==> src/rtl/tk_pkg.sv <==
package tk_pkg;
    localparam int NYB_W       = 4;
    localparam int TIME_NYB    = 3;
    localparam int TIME_W      = NYB_W * TIME_NYB;
    localparam int MIN_PER_DAY = 1440;
    localparam int SEL_W       = 2;
    localparam int EN_CODE     = 1;

    typedef logic [TIME_W-1:0] tfield_t;

    typedef struct packed {
        tfield_t day;
        tfield_t min;
    } tstamp_t;

    // Distance from c forward to e in minutes, modulo the full span.
    function automatic logic [31:0] tk_dist(tstamp_t e, tstamp_t c);
        logic [31:0] ae, ac, span;
        span = 32'(MIN_PER_DAY) << TIME_W;
        ae   = 32'(e.day) * 32'(MIN_PER_DAY) + 32'(e.min);
        ac   = 32'(c.day) * 32'(MIN_PER_DAY) + 32'(c.min);
        if (ae >= ac) return ae - ac;
        return ae + span - ac;
    endfunction
endpackage

==> src/rtl/tk_clock.sv <==
module tk_clock
    import tk_pkg::*;
(
    input  logic    clk,
    input  logic    rst_n,
    input  logic    tick,
    input  logic    load,
    input  tstamp_t load_val,
    input  logic    snap,
    output tstamp_t cur,
    output tstamp_t snap_val
);
    localparam tfield_t LAST_MIN = TIME_W'(MIN_PER_DAY - 1);
    localparam tfield_t ONE      = TIME_W'(1);

    typedef struct packed {
        tstamp_t cur;
        tstamp_t snap;
    } clk_st_t;

    clk_st_t st_d, st_q;

    always_comb begin
        st_d = st_q;
        if (snap) st_d.snap = st_q.cur;
        if (load) begin
            st_d.cur = load_val;
        end else if (tick) begin
            if (st_q.cur.min >= LAST_MIN) begin
                st_d.cur.min = '0;
                st_d.cur.day = st_q.cur.day + ONE;
            end else begin
                st_d.cur.min = st_q.cur.min + ONE;
            end
        end
    end

    always_ff @(posedge clk) begin
        if (!rst_n) st_q <= '0;
        else        st_q <= st_d;
    end

    assign cur      = st_q.cur;
    assign snap_val = st_q.snap;

    assert_min_step_R2: assert property (@(posedge clk) disable iff (!rst_n)
        (tick && !load && cur.min < LAST_MIN) |=> (cur.min == $past(cur.min) + ONE) && $stable(cur.day));
    assert_min_wrap_R2: assert property (@(posedge clk) disable iff (!rst_n)
        (tick && !load && cur.min == LAST_MIN) |=> (cur.min == '0) && (cur.day == $past(cur.day) + ONE));
    assert_day_wrap_R3: assert property (@(posedge clk) disable iff (!rst_n)
        (tick && !load && cur.min == LAST_MIN && cur.day == '1) |=> (cur.day == '0));
    assert_load_wins_R4: assert property (@(posedge clk) disable iff (!rst_n)
        load |=> (cur == $past(load_val)));
    assert_snap_R7: assert property (@(posedge clk) disable iff (!rst_n)
        snap |=> (snap_val == $past(cur)));
endmodule

==> src/rtl/tk_event.sv <==
module tk_event
    import tk_pkg::*;
(
    input  logic    clk,
    input  logic    rst_n,
    input  tstamp_t cur,
    input  logic    load,
    input  tstamp_t load_val,
    input  logic    wr,
    input  tstamp_t wr_val,
    output tstamp_t evt
);
    localparam int EXT_W = TIME_W + 3;
    typedef logic signed [EXT_W-1:0] ext_t;
    localparam ext_t SPAN = ext_t'(MIN_PER_DAY);
    localparam ext_t ZERO = ext_t'(0);

    typedef struct packed {
        tstamp_t evt;
    } evt_st_t;

    evt_st_t st_d, st_q;
    ext_t    dmin, emin;
    tfield_t dadj;

    always_comb begin
        st_d = st_q;
        dmin = $signed({3'b000, load_val.min}) - $signed({3'b000, cur.min});
        emin = $signed({3'b000, st_q.evt.min}) + dmin;
        dadj = '0;
        if (emin < ZERO) begin
            emin = emin + SPAN;
            dadj = '1;
        end else if (emin >= SPAN) begin
            emin = emin - SPAN;
            dadj = TIME_W'(1);
        end
        if (wr) begin
            st_d.evt = wr_val;
        end else if (load) begin
            st_d.evt.min = emin[TIME_W-1:0];
            st_d.evt.day = st_q.evt.day + load_val.day - cur.day + dadj;
        end
    end

    always_ff @(posedge clk) begin
        if (!rst_n) st_q <= '0;
        else        st_q <= st_d;
    end

    assign evt = st_q.evt;

    assert_gap_kept_R5: assert property (@(posedge clk) disable iff (!rst_n)
        (load && !wr) |=> (tk_dist(evt, cur) == $past(tk_dist(evt, cur))));
    assert_evt_write_R6: assert property (@(posedge clk) disable iff (!rst_n)
        wr |=> (evt == $past(wr_val)));
    assert_hold_R6: assert property (@(posedge clk) disable iff (!rst_n)
        (!wr && !load) |=> $stable(evt));
endmodule

==> src/rtl/tk_tone.sv <==
module tk_tone
    import tk_pkg::*;
(
    input  logic             clk,
    input  logic             rst_n,
    input  tstamp_t          cur,
    input  tstamp_t          evt,
    input  logic             cfg_wr,
    input  logic [NYB_W-1:0] en_nyb,
    input  logic [SEL_W-1:0] sel_in,
    output logic             tone_on,
    output logic [SEL_W-1:0] tone_sel,
    output logic             tone_req
);
    typedef struct packed {
        logic             en;
        logic [SEL_W-1:0] sel;
        logic             hit;
        logic             req;
    } tone_st_t;

    tone_st_t st_d, st_q;
    logic     hit_now;

    always_comb begin
        st_d    = st_q;
        hit_now = (cur == evt) && st_q.en;
        if (cfg_wr) begin
            st_d.en  = (en_nyb == NYB_W'(EN_CODE));
            st_d.sel = sel_in;
        end
        st_d.hit = hit_now;
        st_d.req = hit_now && !st_q.hit;
    end

    always_ff @(posedge clk) begin
        if (!rst_n) st_q <= '0;
        else        st_q <= st_d;
    end

    assign tone_on  = st_q.en;
    assign tone_sel = st_q.sel;
    assign tone_req = st_q.req;

    assert_en_code_R8: assert property (@(posedge clk) disable iff (!rst_n)
        cfg_wr |=> (tone_on == ($past(en_nyb) == NYB_W'(EN_CODE))));
    assert_req_cause_R9: assert property (@(posedge clk) disable iff (!rst_n)
        tone_req |-> $past(cur == evt && tone_on));
    assert_single_pulse_R10: assert property (@(posedge clk) disable iff (!rst_n)
        tone_req |=> !tone_req);
endmodule

==> src/rtl/tk_timekeeper.sv <==
module tk_timekeeper
    import tk_pkg::*;
(
    input  logic              clk,
    input  logic              rst_n,
    input  logic              min_tick,
    input  logic              time_load,
    input  logic [TIME_W-1:0] load_min,
    input  logic [TIME_W-1:0] load_day,
    input  logic              time_snap,
    output logic [TIME_W-1:0] snap_min,
    output logic [TIME_W-1:0] snap_day,
    output logic [TIME_W-1:0] cur_min,
    output logic [TIME_W-1:0] cur_day,
    input  logic              evt_wr,
    input  logic [TIME_W-1:0] evt_min_in,
    input  logic [TIME_W-1:0] evt_day_in,
    output logic [TIME_W-1:0] evt_min,
    output logic [TIME_W-1:0] evt_day,
    input  logic              tone_wr,
    input  logic [NYB_W-1:0]  tone_en_nyb,
    input  logic [SEL_W-1:0]  tone_sel_in,
    output logic              tone_on,
    output logic [SEL_W-1:0]  tone_sel,
    output logic              tone_req
);
    tstamp_t load_val, wr_val, cur, snap_val, evt;

    assign load_val = '{day: load_day, min: load_min};
    assign wr_val   = '{day: evt_day_in, min: evt_min_in};

    tk_clock i_clock (
        .clk      (clk),
        .rst_n    (rst_n),
        .tick     (min_tick),
        .load     (time_load),
        .load_val (load_val),
        .snap     (time_snap),
        .cur      (cur),
        .snap_val (snap_val)
    );

    tk_event i_event (
        .clk      (clk),
        .rst_n    (rst_n),
        .cur      (cur),
        .load     (time_load),
        .load_val (load_val),
        .wr       (evt_wr),
        .wr_val   (wr_val),
        .evt      (evt)
    );

    tk_tone i_tone (
        .clk      (clk),
        .rst_n    (rst_n),
        .cur      (cur),
        .evt      (evt),
        .cfg_wr   (tone_wr),
        .en_nyb   (tone_en_nyb),
        .sel_in   (tone_sel_in),
        .tone_on  (tone_on),
        .tone_sel (tone_sel),
        .tone_req (tone_req)
    );

    assign cur_min  = cur.min;
    assign cur_day  = cur.day;
    assign snap_min = snap_val.min;
    assign snap_day = snap_val.day;
    assign evt_min  = evt.min;
    assign evt_day  = evt.day;
endmodule

==> config.mk <==
export PLATFORM = sky130hd
export DESIGN_NAME = tk_timekeeper
export DESIGN_NICKNAME = d
export VERILOG_FILES = /design/src/rtl/tk_pkg.sv /design/src/rtl/tk_clock.sv /design/src/rtl/tk_event.sv /design/src/rtl/tk_tone.sv /design/src/rtl/tk_timekeeper.sv
export SDC_FILE = /design/constraint.sdc
export NUM_CORES = 1
export LEC_CHECK = 0
export BUFFER_PORTS_ARGS = -buffer_cell sky130_fd_sc_hd__buf_2
export CAP_MARGIN = 20
export CORE_MARGIN = 2
export CORE_UTILIZATION = 42
export CTS_CLUSTER_SIZE = 25
export DETAILED_ROUTE_END_ITERATION = 10
export PLACE_DENSITY = 0.75
export SLEW_MARGIN = 40
export SYNTH_ARGS = -nofsm -noshare
export SYNTH_HDL_FRONTEND = slang
export SYNTH_SLANG_ARGS = --single-unit
==> constraint.sdc <==
create_clock -name clk -period 13.6 [get_ports clk]
set_input_delay 1.36 -clock clk [delete_from_list [all_inputs] [get_ports clk]]
set_output_delay 1.36 -clock clk [all_outputs]
set_load 0.01 [all_outputs]
# After elaboration in Yosys (flattened, before gate mapping)
# Cells that the tools add are included.
# totals
reg_bits	77
in_bits	61
output_inout_bits	76
word_cells	41
# classes
addsub	9
magnitude_cmp	3
n_eq_ne	2
mux	10
n_reduce_logical	7
# op_table
op	count
24-bit 2-to-1 mux	4
12-bit 2-to-1 mux	5
12-bit by 1-bit adder with 12-bit output (second input constant)	2
12-bit adder	2
24-bit == test	1
15-bit by 12-bit greater-or-equal comparator with 1-bit output (second input constant)	1
15-bit by 1-bit < comparator with 1-bit output (second input constant)	1
13-bit by 13-bit adder with 14-bit output	1
12-bit by 12-bit subtractor with 13-bit output	1
12-bit adder (second input constant)	1
12-bit by 11-bit greater-or-equal comparator with 1-bit output (second input constant)	1
12-bit subtractor	1
12-bit subtractor (second input constant)	1
2-bit nonzero test	3
4-bit by 1-bit == test with 1-bit output (second input constant)	1
1-bit logical AND	2
2-bit AND reduction	1
1-bit zero test	1
1-bit 2-to-1 mux	1

# Depth between registers and ports, before layout
# depth
depth_word	8
depth_mapped	34

# By module
# From an unflattened synthesis, not the netlist that was laid out.
# unflattened
hier_cells	754
area_unflattened_um2	6306.0
# by_module_without_submodules
mod	instances	cells_per_inst	area_each_um2	seq_area_each_um2
tk_event	1	446	3599.7	480.5
tk_clock	1	258	2250.9	960.9
tk_tone	1	50	455.4	100.1

# Worst setup path before layout
# No wires, ideal clock.
# synth_timing
kind	input-to-reg
from	input load_min[0]
to	register i_event.st_q (netlist bit i_event.evt[23])
t_arrival_ps	7607
t_required_ps	13530
path_slack_ps	5924
stages	33
path_cell_list	inv_1 -> ha_1 -> fa_1 -> nor2b_1 -> o31a_1 -> o21a_1 -> o21ai_0 -> nand2_1 -> a21oi_1 -> xnor2_1 -> ha_1 -> buf_2 -> a21oi_1 -> o221ai_1 -> a31oi_2 -> a21oi_1 -> nor3b_4 -> buf_4 -> inv_1 -> fa_1 -> inv_1 -> fa_1 -> ha_1 -> fa_1 -> a21o_1 -> a21oi_1 -> o21bai_1 -> a2111oi_0 -> nor3_1 -> a31oi_1 -> xnor2_1 -> mux2i_1 -> a21oi_1
# synth_via
elab_chain_len	8
word_cells_on_any_way	9
# synth_rtl
element	line	rtl
start: declaration	tk_timekeeper.sv:8	input logic [TIME_W-1:0] load_min,
12-bit by 12-bit subtractor with 13-bit output (*)	tk_event.sv:28	dmin = $signed({3'b000, load_val.min}) - $signed({3'b000, cur.min});
13-bit by 13-bit adder with 14-bit output (*)	tk_event.sv:29	emin = $signed({3'b000, st_q.evt.min}) + dmin;
15-bit by 12-bit greater-or-equal comparator with 1-bit output	tk_event.sv:34	end else if (emin >= SPAN) begin
1-bit 2-to-1 mux	tk_event.sv:34	
12-bit 2-to-1 mux (*)	tk_event.sv:31	if (emin < ZERO) begin
12-bit adder (*)	tk_event.sv:42	st_d.evt.day = st_q.evt.day + load_val.day - cur.day + dadj;
24-bit 2-to-1 mux (*)	tk_event.sv:40	end else if (load) begin
24-bit 2-to-1 mux (*)	tk_event.sv:38	if (wr) begin
end signal: assignment	tk_event.sv:48	else st_q <= st_d;
end: declaration	tk_event.sv:22	evt_st_t st_d, st_q;
# Every way passes the cells marked *; elsewhere a longest branch is shown, timed or not. The select of a mux whose other input is x is not followed.
# A chain may end at the register's enable or synchronous reset.

# Worst setup path after layout
# layout_timing
from	input load_min[1]
to	register i_event.st_q (netlist bit i_event.evt[23])
# The elaborated chain is that of the path after synthesis.

==> flow_summary_export.csv <==
group,metric,value,unit
clock_tree,cts_made_buffers,9,
clock_tree,clock_latency,0.36,ns
layout,final_cell_mix,"136 x buf_2, 89 x nor2_1, 77 x dfxtp_1, 61 x inv_1, 56 x xnor2_1",
global_routing,grtUsageTotal,23.21,%
routing,route.detailed.drc,0,
yosys,ys_top_cells_by_area,"dfxtp_1 25%, ha_1 8.2%, xnor2_1 8.1%, fa_1 7.9%, mux2i_1 5.9%",
timing,tns,0,ns
global_routing,grt_pass1_vias,5577,
layout,final_util,51.09,%
clock_tree,tritoncts_num_sinks,77,
yosys,synth_edf_count,0,
routing,vias_per_cell,5.601,
clock_tree,ctsHoldBuffers,0,
yosys,synth_compound_area_share,20.37,%
global_routing,grt_max_degree,54,
routing,vias,5769,
yosys,async_flop_share,0,%
clock_tree,clk_pin_slew_worst_paths,0.06,ns
clock_tree,h-tree-depth,3,
yosys,synth-xor-area-share,10.32,%
critical_path,arrival,8.22,ns
run_status,status,"completed",
global_routing,antenna_found_initial,0,
critical_path,critPathKind,"input port to register",
flow_run,maxCapViolCount,0,
yosys,synth_seq_area_share,25.38,%
clock_tree,cts_root_buf,"clkbuf_16",
placement,dp.cells,1014,
timing,rsz0062_at_grt,"no",
clock_tree,cts_tree,"done",
timing,fin_skew,0.006578,ns
yosys,syn_nets,858,
die,die-area,15440,µm²
hold_path,min_from,"i_tone.st_q[1]$_SDFF_PN0_",
layout,final-instance-count-excl-fill,1030,
power,p_leak,0.003260,µW
die,initial_utilization,43.42,%
critical_path,crit_path_start,"load_min[1]",
routing,ant_nets,0,
timing,relSlewSlack,52.51,%
layout,fillers,1350,
timing,min_period_over_period,58.83,%
die,io_pins,137,
yosys,synthFlopType,"dfxtp_1",
power,vdd_drop_max,78.94,µV
routing,wl_per_cell,17.22,µm
layout,antenna_cells,0,
yosys,synthSimpleGateAreaFrac,15.06,%
power,finalPower,1376,µW
placement,io_buffers,136,
timing,report.final.slew_viol_count,0,
placement,place_congestion,0.9273,
critical_path,crit_required,13.81,ns
clock_tree,postCtsSetupRepairBufs,0,
clock_tree,clockBufferDepth,2,
yosys,syn_avg_cell_area,8.286,µm²
critical_path,crit_path_end_kind,"register",
hold_path,hold_path_class,"register to register",
yosys,synth.distinct_cells,66,
layout,fin_nets,970,
clock_tree,cts_resized,0,
yosys,synth_seq_cells,77,
routing,wl,17740,µm
critical_path,crit_path_start_kind,"input port",
yosys,synth_top_family_by_area,"compound AO/OA/AOI/OAI gates",
yosys,muxShareOfSynthArea,6.119,%
global_routing,grt_pass1_wl,29000,µm
die,die_h,124.3,µm
yosys,yosysTopAreaCellShare,25.38,%
critical_path,slowest_stage,"fa_1",
timing,clock.fmax,0.1250,GHz
die,num_rows,43,
yosys,ys_warn_count,0,
routing,drt-initial-drc-count,357,
timing,tightest_slew,0.7123,ns
critical_path,crit_fanout,14,
power,p_per_area,192.5,nW/µm²
die,die_x,124.3,µm
layout,drive_gt1_share,20.35,%
placement,hpwl,13380,µm
global_routing,overflow,0,
yosys,synthAdderAreaFrac,16.15,%
timing,finalHoldViolCount,0,
layout,final_common_cell,"buf_2",
critical_path,slowest_delay,0.56,ns
yosys,mappedNetlistArea,6073,µm²
yosys,synth_cells,733,
yosys,synth_top_area_cell,"dfxtp_1",
timing,setup_violations,0,
die,core_area,13990,µm²
timing,fin_crit,8.001,ns
routing,drtPass1Iterations,6,
layout,area_growth,17.68,%
critical_path,reg2reg_from,"i_clock.cur[1]$_SDFFE_PN0P_",
## final timing paths
check | endpoint | depth (start not counted) | slack, ns
min reg2reg | i_tone.tone_req$_SDFF_PN0_ | 1 | 0.39
max | i_event.evt[23]$_SDFFE_PN0P_ | 32 | 5.60
min | i_tone.tone_req$_SDFF_PN0_ | 1 | 0.39
max reg2reg | i_event.evt[23]$_SDFFE_PN0P_ | 32 | 6.05
## cell usage after synthesis (4+ instances only)
cell      number
nor2_1        89
dfxtp_1       77
inv_1         61
xnor2_1       56
a21oi_1       55
o21ai_0       41
ha_1          40
mux2i_1       36
nand2_1       32
clkbuf_1      29
a211oi_1      26
fa_1          24
nor3_1        19
nand3_1       17
nand4_1       11
xor2_1        10
and3_1         8
o21a_1         7
a21o_1         6
a31oi_1        6
nor4_1         5
o22ai_1        5
buf_1          4
o21bai_1       4
## state kept, by name (all words and copies together) (netlist names)
| name | cells |
|---|---|
| i_clock.snap_val | 24 |
| i_event.evt | 24 |
| i_clock.cur | 24 |
| i_tone.tone_on | 1 |
| i_tone.tone_sel | 2 |
| i_tone.st_q | 1 |
| i_tone.tone_req | 1 |
## cell families (layout without fill, tap and decap cells)
family                   count (synthesis)  after routing
adder cells (fa/ha/maj)                 64             64
AND/OR/NAND/NOR                        198            198
XOR/XNOR                                69             69
multiplexers                            37             37
buffers and inverters                  101            218
flip-flops                              77             77
AO/OA/AOI/OAI                          187            187
## metrics by stage
stage	hold WS (ns)	area (µm²)	setup WS, ns
CTS	0.3838	7147	5.670
floorplan	0.3674	6073	5.924
global route	0.4178	7147	4.889
detailed placement	0.3778	6842	5.316
global placement	0.3815	6842	5.510
finish	0.3885	7147	5.599
## critical path: cells and delay by family
family	cells	cell delay (ns)
fa+ha+maj	6	2.26
buf+inv	4	0.63
simple gates	5	0.69
compound gates	14	2.90
mux	1	0.14
xor+xnor	2	0.23
## layout make-up
cell class,count,area (µm²),share of cell area [%]
clock buffers,10,239.0,3.344
clock inverters,6,66.31,0.9279
inverters,62,232.7,3.256
multi-input cells,555,4131,57.81
flip-flops and latches,77,1541,21.57
well taps,180,225.2,3.151
repair buffers,140,710.7,9.944
## metal layers
layer | GRT usage, % | part of all wire, % | vias up
li1 | - | - | 2772
met1 | 30.04 | 43 | 2767
met2 | 39.18 | 48 | 207
met3 | 5.713 | 7.3 | 23
met4 | 5.155 | 1.4 | 0
met5 | 0 | 0 | -
## power by group
group / internal [µW] / switching (µW) / total [µW]
Sequential: 254 / 51.9 / 306
Clock: 148 / 106 / 254
Combinational: 367 / 449 / 816
Power figures use the tool's default switching activity.
